File: config.mk
export PLATFORM = sky130hd
export DESIGN_NAME = rsv_tracker
export DESIGN_NICKNAME = d
export VERILOG_FILES = /design/src/rtl/rsv_pkg.sv /design/src/rtl/rsv_granule_cmp.sv /design/src/rtl/rsv_reg.sv /design/src/rtl/rsv_sc_ctrl.sv /design/src/rtl/rsv_tracker.sv
export SDC_FILE = /design/constraint.sdc
export NUM_CORES = 1
export LEC_CHECK = 0
export BUFFER_PORTS_ARGS = -buffer_cell sky130_fd_sc_hd__buf_2
export CAP_MARGIN = 10
export CORE_MARGIN = 5
export CORE_UTILIZATION = 25
export CTS_BUF_LIST = sky130_fd_sc_hd__clkbuf_8
export DETAILED_ROUTE_END_ITERATION = 8
export PLACE_DENSITY_LB_ADDON = 0.08
export SYNTH_ARGS = -nofsm -noshare
export SYNTH_HDL_FRONTEND = slang
export SYNTH_SLANG_ARGS = --single-unit
export TNS_END_PERCENT = 1
File: constraint.sdc
create_clock -name clk -period 2.3 [get_ports clk]
set_input_delay 0.69 -clock clk [delete_from_list [all_inputs] [get_ports clk]]
set_output_delay 0.69 -clock clk [all_outputs]
set_load 0.05 [all_outputs]
File: src/rtl/rsv_pkg.sv
package rsv_pkg;
    parameter int ADDR_W   = 32;
    parameter int DATA_W   = 32;
    parameter int GRAN_LSB = 2;
    parameter int N_CMP    = 2;
    localparam int TAG_W   = ADDR_W - GRAN_LSB;
    localparam int CMP_SNP = 0;
    localparam int CMP_SC  = 1;

    typedef logic [ADDR_W-1:0] addr_t;
    typedef logic [DATA_W-1:0] data_t;
    typedef logic [TAG_W-1:0]  gran_t;

    typedef struct packed {
        logic  valid;
        gran_t tag;
    } rsv_t;

    typedef enum logic [1:0] {
        UPD_HOLD  = 2'd0,
        UPD_LOAD  = 2'd1,
        UPD_CLEAR = 2'd2
    } upd_e;

    function automatic gran_t gran_of(input addr_t a);
        return a[ADDR_W-1:GRAN_LSB];
    endfunction
endpackage

File: src/rtl/rsv_granule_cmp.sv
module rsv_granule_cmp
    import rsv_pkg::*;
(
    input  rsv_t  held,
    input  logic  probe,
    input  addr_t addr,
    output logic  hit
);
    logic unused_low;
    assign unused_low = ^addr[GRAN_LSB-1:0];
    assign hit = probe && held.valid && (held.tag == gran_of(addr));
endmodule

File: src/rtl/rsv_reg.sv
module rsv_reg
    import rsv_pkg::*;
(
    input  logic  clk,
    input  logic  rst,
    input  upd_e  op,
    input  gran_t new_tag,
    output rsv_t  q
);
    always_ff @(posedge clk) begin
        if (rst) begin
            q <= '0;
        end else begin
            unique case (op)
                UPD_LOAD:  q <= '{valid: 1'b1, tag: new_tag};
                UPD_CLEAR: q.valid <= 1'b0;
                default:   q <= q;
            endcase
        end
    end

    // a load always leaves a valid reservation on the new granule
    a_r10_load_sets_valid: assert property (@(posedge clk) disable iff (rst)
        op == UPD_LOAD |=> (q.valid && q.tag == $past(new_tag)));

    // a clear leaves no reservation
    a_r7_clear_drops: assert property (@(posedge clk) disable iff (rst)
        op == UPD_CLEAR |=> !q.valid);

    // a hold keeps state stable
    a_r8_hold_stable: assert property (@(posedge clk) disable iff (rst)
        op == UPD_HOLD |=> $stable(q));
endmodule

File: src/rtl/rsv_sc_ctrl.sv
module rsv_sc_ctrl
    import rsv_pkg::*;
(
    input  logic clk,
    input  logic rst,
    input  rsv_t held,
    input  logic lr_req,
    input  logic sc_req,
    input  logic sc_align_fault,
    input  logic snp_hit,
    input  logic sc_hit,
    output upd_e op,
    output logic wr_req,
    output logic done,
    output logic pass,
    output logic lost
);
    always_comb begin
        wr_req = sc_req && !sc_align_fault && sc_hit && !snp_hit;
        done   = sc_req;
        pass   = wr_req;
        lost   = snp_hit;
        if (lr_req)
            op = UPD_LOAD;
        else if (sc_req && !sc_align_fault)
            op = UPD_CLEAR;
        else if (snp_hit)
            op = UPD_CLEAR;
        else
            op = UPD_HOLD;
    end

    // a forwarded write needs a held reservation
    a_r6_write_needs_valid: assert property (@(posedge clk) disable iff (rst)
        wr_req |-> held.valid);

    // a faulting store-conditional never writes
    a_r8_fault_blocks_write: assert property (@(posedge clk) disable iff (rst)
        (sc_req && sc_align_fault) |-> !wr_req);

    // success only with completion
    a_r12_pass_with_done: assert property (@(posedge clk) disable iff (rst)
        pass |-> done);

    // a same-cycle snoop hit defeats the store-conditional
    a_r11_snoop_first: assert property (@(posedge clk) disable iff (rst)
        snp_hit |-> !wr_req);
endmodule

File: src/rtl/rsv_tracker.sv
module rsv_tracker
    import rsv_pkg::*;
(
    input  logic                     clk,
    input  logic                     rst,
    input  logic                     lr_req,
    input  logic [rsv_pkg::ADDR_W-1:0] lr_addr,
    input  logic                     snp_store,
    input  logic [rsv_pkg::ADDR_W-1:0] snp_addr,
    input  logic                     sc_req,
    input  logic [rsv_pkg::ADDR_W-1:0] sc_addr,
    input  logic [rsv_pkg::DATA_W-1:0] sc_wdata,
    input  logic                     sc_align_fault,
    output logic                     bus_wr_req,
    output logic [rsv_pkg::ADDR_W-1:0] bus_wr_addr,
    output logic [rsv_pkg::DATA_W-1:0] bus_wr_data,
    output logic                     sc_done,
    output logic                     sc_pass,
    output logic                     rsv_lost
);
    rsv_t  held;
    upd_e  op;
    logic  lr_low_unused;
    logic  [N_CMP-1:0] probe_v;
    addr_t             probe_a [N_CMP];
    logic  [N_CMP-1:0] hit_v;

    assign lr_low_unused = ^lr_addr[GRAN_LSB-1:0];

    assign probe_v[CMP_SNP] = snp_store;
    assign probe_a[CMP_SNP] = snp_addr;
    assign probe_v[CMP_SC]  = sc_req;
    assign probe_a[CMP_SC]  = sc_addr;

    for (genvar g = 0; g < N_CMP; g++) begin : g_cmp
        rsv_granule_cmp i_cmp (
            .held  (held),
            .probe (probe_v[g]),
            .addr  (probe_a[g]),
            .hit   (hit_v[g])
        );
    end

    rsv_sc_ctrl i_ctrl (
        .clk            (clk),
        .rst            (rst),
        .held           (held),
        .lr_req         (lr_req),
        .sc_req         (sc_req),
        .sc_align_fault (sc_align_fault),
        .snp_hit        (hit_v[CMP_SNP]),
        .sc_hit         (hit_v[CMP_SC]),
        .op             (op),
        .wr_req         (bus_wr_req),
        .done           (sc_done),
        .pass           (sc_pass),
        .lost           (rsv_lost)
    );

    rsv_reg i_reg (
        .clk     (clk),
        .rst     (rst),
        .op      (op),
        .new_tag (gran_of(lr_addr)),
        .q       (held)
    );

    assign bus_wr_addr = sc_addr;
    assign bus_wr_data = sc_wdata;

    // a loss notice is followed by no reservation unless a load-reserve replaced it
    a_r5_lost_clears: assert property (@(posedge clk) disable iff (rst)
        (rsv_lost && !lr_req) |=> !held.valid);

    // a freshly reset tracker holds nothing
    a_r1_reset_empty: assert property (@(posedge clk)
        $past(rst) |-> !held.valid);
endmodule

==> impl_metrics.json <==
{
  "ys_seq_area_share_pct": 27.56,
  "largest_reg_flops": 31,
  "drc": 0,
  "synth.avg_cell_area_sq_um": 8.973,
  "antenna_cells": 0,
  "numCtsBuffers": 5,
  "crit_required_ns": 1.61,
  "ys_types": 16,
  "wire_per_inst_um": 14.83,
  "insertion_delay_ns": 0.28,
  "critPathMaxFanout": 2,
  "synth_compound_area_share_pct": 0.5556,
  "fin_setup_tns_ns": -1.488,
  "setup_viol": 3,
  "top_register": "i_reg.q",
  "rsz0062_at_grt": "true",
  "antenna_left": 0,
  "h-tree-depth": 2,
  "total_power_mw": 1.467,
  "max_freq_mhz": 353.1,
  "synth_fp_nets": 385,
  "die_h_um": 104.9,
  "powerDensity_nw_per_um2": 491.0,
  "hold_violations": 0,
  "synthSimpleGateAreaFrac_pct": 11.72,
  "drt-met1-wl_mm": 2.668,
  "postLayoutSetupSlackWorst_ns": -0.5319,
  "routed.top_layer": "met4",
  "synth.area.top_cells": "dfxtp_1 28%, xor2_1 23%, buf_4 22%",
  "fin_util_pct": 34.08,
  "grt_pass1_wl_mm": 10.38,
  "routed_wl_mm": 6.658,
  "grt_start_max_net_pins": 32,
  "rows": 34,
  "tightest_slew_ns": 0.6522,
  "maxSlewHeadroom_pct": 56.52,
  "violations": "setup timing",
  "fin_crit_ns": 2.832,
  "cts_tree": "built",
  "firstDrtPassIters": 4,
  "yosys.area.top_type": "dfxtp_1",
  "root_buffer": "clkbuf_8",
  "antenna_found_initial": 0,
  "synthesis.area_sq_um": 2252,
  "initial_core_util_pct": 25.70,
  "timing.hold.ws_ns": 0.5173,
  "vias": 1853,
  "post_cts_buffers": 0,
  "synth.ff_latch_count": 31,
  "crit_path_start_kind": "input pin",
  "track_usage_pct": 11.85,
  "dr.first_iter.drc_count": 23,
  "hold_class": "reg -> reg",
  "finalNetCount": 476,
  "cp.arrival_ns": 2.14,
  "end_kind": "output pin",
  "final_cells": 449,
  "clock_sinks": 31,
  "vias_per_cell": 4.127,
  "core_sq_um": 8763,
  "hpwlAfterDp_mm": 5.397,
  "finalCritPeriodShare_pct": 123.1,
  "ctsHoldBuffers": 0,
  "grt_pass1_vias": 2004,
  "gp_congestion": 0.7341,
  "dieArea_sq_um": 11010,
  "drive_above_1_share_pct": 51.61,
  "finClkSkew_ns": 0.002414,
  "dr_wl_met2_mm": 3.148,
  "synthAdderAreaFrac_pct": 0,
  "overflow": 0,
  "synth_top_area_share_pct": 27.56,
  "vdd_drop_max_mv": 0.2173,
  "die_width_um": 104.9,
  "cts.clk_slew.worst_paths_ns": 0.06,
  "syn_inst": 251,
  "synth_top_family_by_area": "buffers and inverters",
  "crit_type": "in -> out",
  "io_pins": 202,
  "wl_met3_um": 760,
  "synth-xor-area-share_pct": 23.33,
  "outcome": "finished with violations",
  "slew_violations": 0,
  "synthToLayoutAreaGrowth_pct": 32.61,
  "cts_buffer_depth": 2,
  "static-leakage-power_nw": 1.584,
  "ys_warn_count": 0,
  "largestRegisters": "i_reg.q x31",
  "synth.area.mux_share_pct": 13.33,
  "port_buffers": 129,
  "dp_cells": 443,
  "cap_violations": 0
}
## cell usage after synthesis
| cell type | instances |
|---|---|
| a21oi_1 | 1 |
| buf_2 | 3 |
| buf_4 | 66 |
| clkbuf_1 | 4 |
| dfxtp_1 | 31 |
| inv_1 | 1 |
| mux2i_1 | 30 |
| nand2_1 | 1 |
| nand2b_1 | 1 |
| nand4_1 | 4 |
| nor2_1 | 31 |
| nor3_1 | 2 |
| nor4_1 | 14 |
| nor4b_2 | 1 |
| o211ai_1 | 1 |
| xor2_1 | 60 |
## critical path: stages
cell     delay (ns)
buf_8          0.10
xor2_2         0.15
nor4_4         0.34
buf_4          0.16
nand4_1        0.13
nor4b_4        0.36
buf_6          0.21
## metal layers
metal | up-vias | global-route usage [%]
li1 | 938 | -
met1 | 798 | 14.67
met2 | 100 | 18.75
met3 | 17 | 5.055
met4 | 0 | 3.470
met5 | - | 0
## kinds of logic after synthesis
kind of cell | Yosys count
and+or+nand+nor | 54
buffers and inverters | 74
xor gates and xnor gates | 60
AOI/OAI and AO/OA | 2
DFF | 31
muxes | 30
## cell type report
class / instances / area, sq um
tap: 108 / 135.1
sequential: 31 / 620.6
fill: 953 / 5777
clock buffer: 5 / 68.82
inverter: 1 / 3.754
multi-input combinational: 146 / 1230
timing repair buffer: 157 / 924.6
clock inverter: 1 / 3.754
## cell usage in the layout (no fill, tap or decap), drive strengths merged, types with 2 or more instances in the layout
master and n:
clkbuf 5, xor2 60, mux2i 30, nand4 4, nor4 14, nor2 31
dfxtp 31, buf 157, inv 2, nor3 2
## power by group
| group | leakage (nW) | switching (mW) | internal, mW | total (mW) |
|---|---|---|---|---|
| Clock | 0.0413 | 0.193 | 0.197 | 0.390 |
| Combinational | 1.29 | 0.271 | 0.204 | 0.475 |
| Sequential | 0.256 | 0.0315 | 0.570 | 0.601 |
## stage by stage
stage / worst slack [ns] / instance area [sq um]
after CTS: -0.5973 / 2908
after global routing: -0.6193 / 2987
after detailed placement: -0.8267 / 2756
final: -0.5319 / 2987
after global placement: -0.7886 / 2756
after floorplan: -0.5962 / 2267
## timing repair
item | CTS | global route
resized for setup | 14 | 11
endpoints found under the setup margin | 3 | 3
pin swaps | 5 | 6
## path summary, 6_finish.rpt
path,cells after the start,end,slack (ns),from
worst max-delay path,7,bus_wr_req,-0.53,sc_addr[7]
worst min-delay path,2,i_reg.q[30]$_SDFFE_PP0P_,0.52,i_reg.q[30]$_SDFFE_PP0P_
worst max register to register,7,i_reg.q[30]$_SDFFE_PP0P_,0.55,i_reg.q[25]$_SDFFE_PP0N_
worst min register to register,2,i_reg.q[30]$_SDFFE_PP0P_,0.52,i_reg.q[30]$_SDFFE_PP0P_
(Power assumes the default switching activity.)
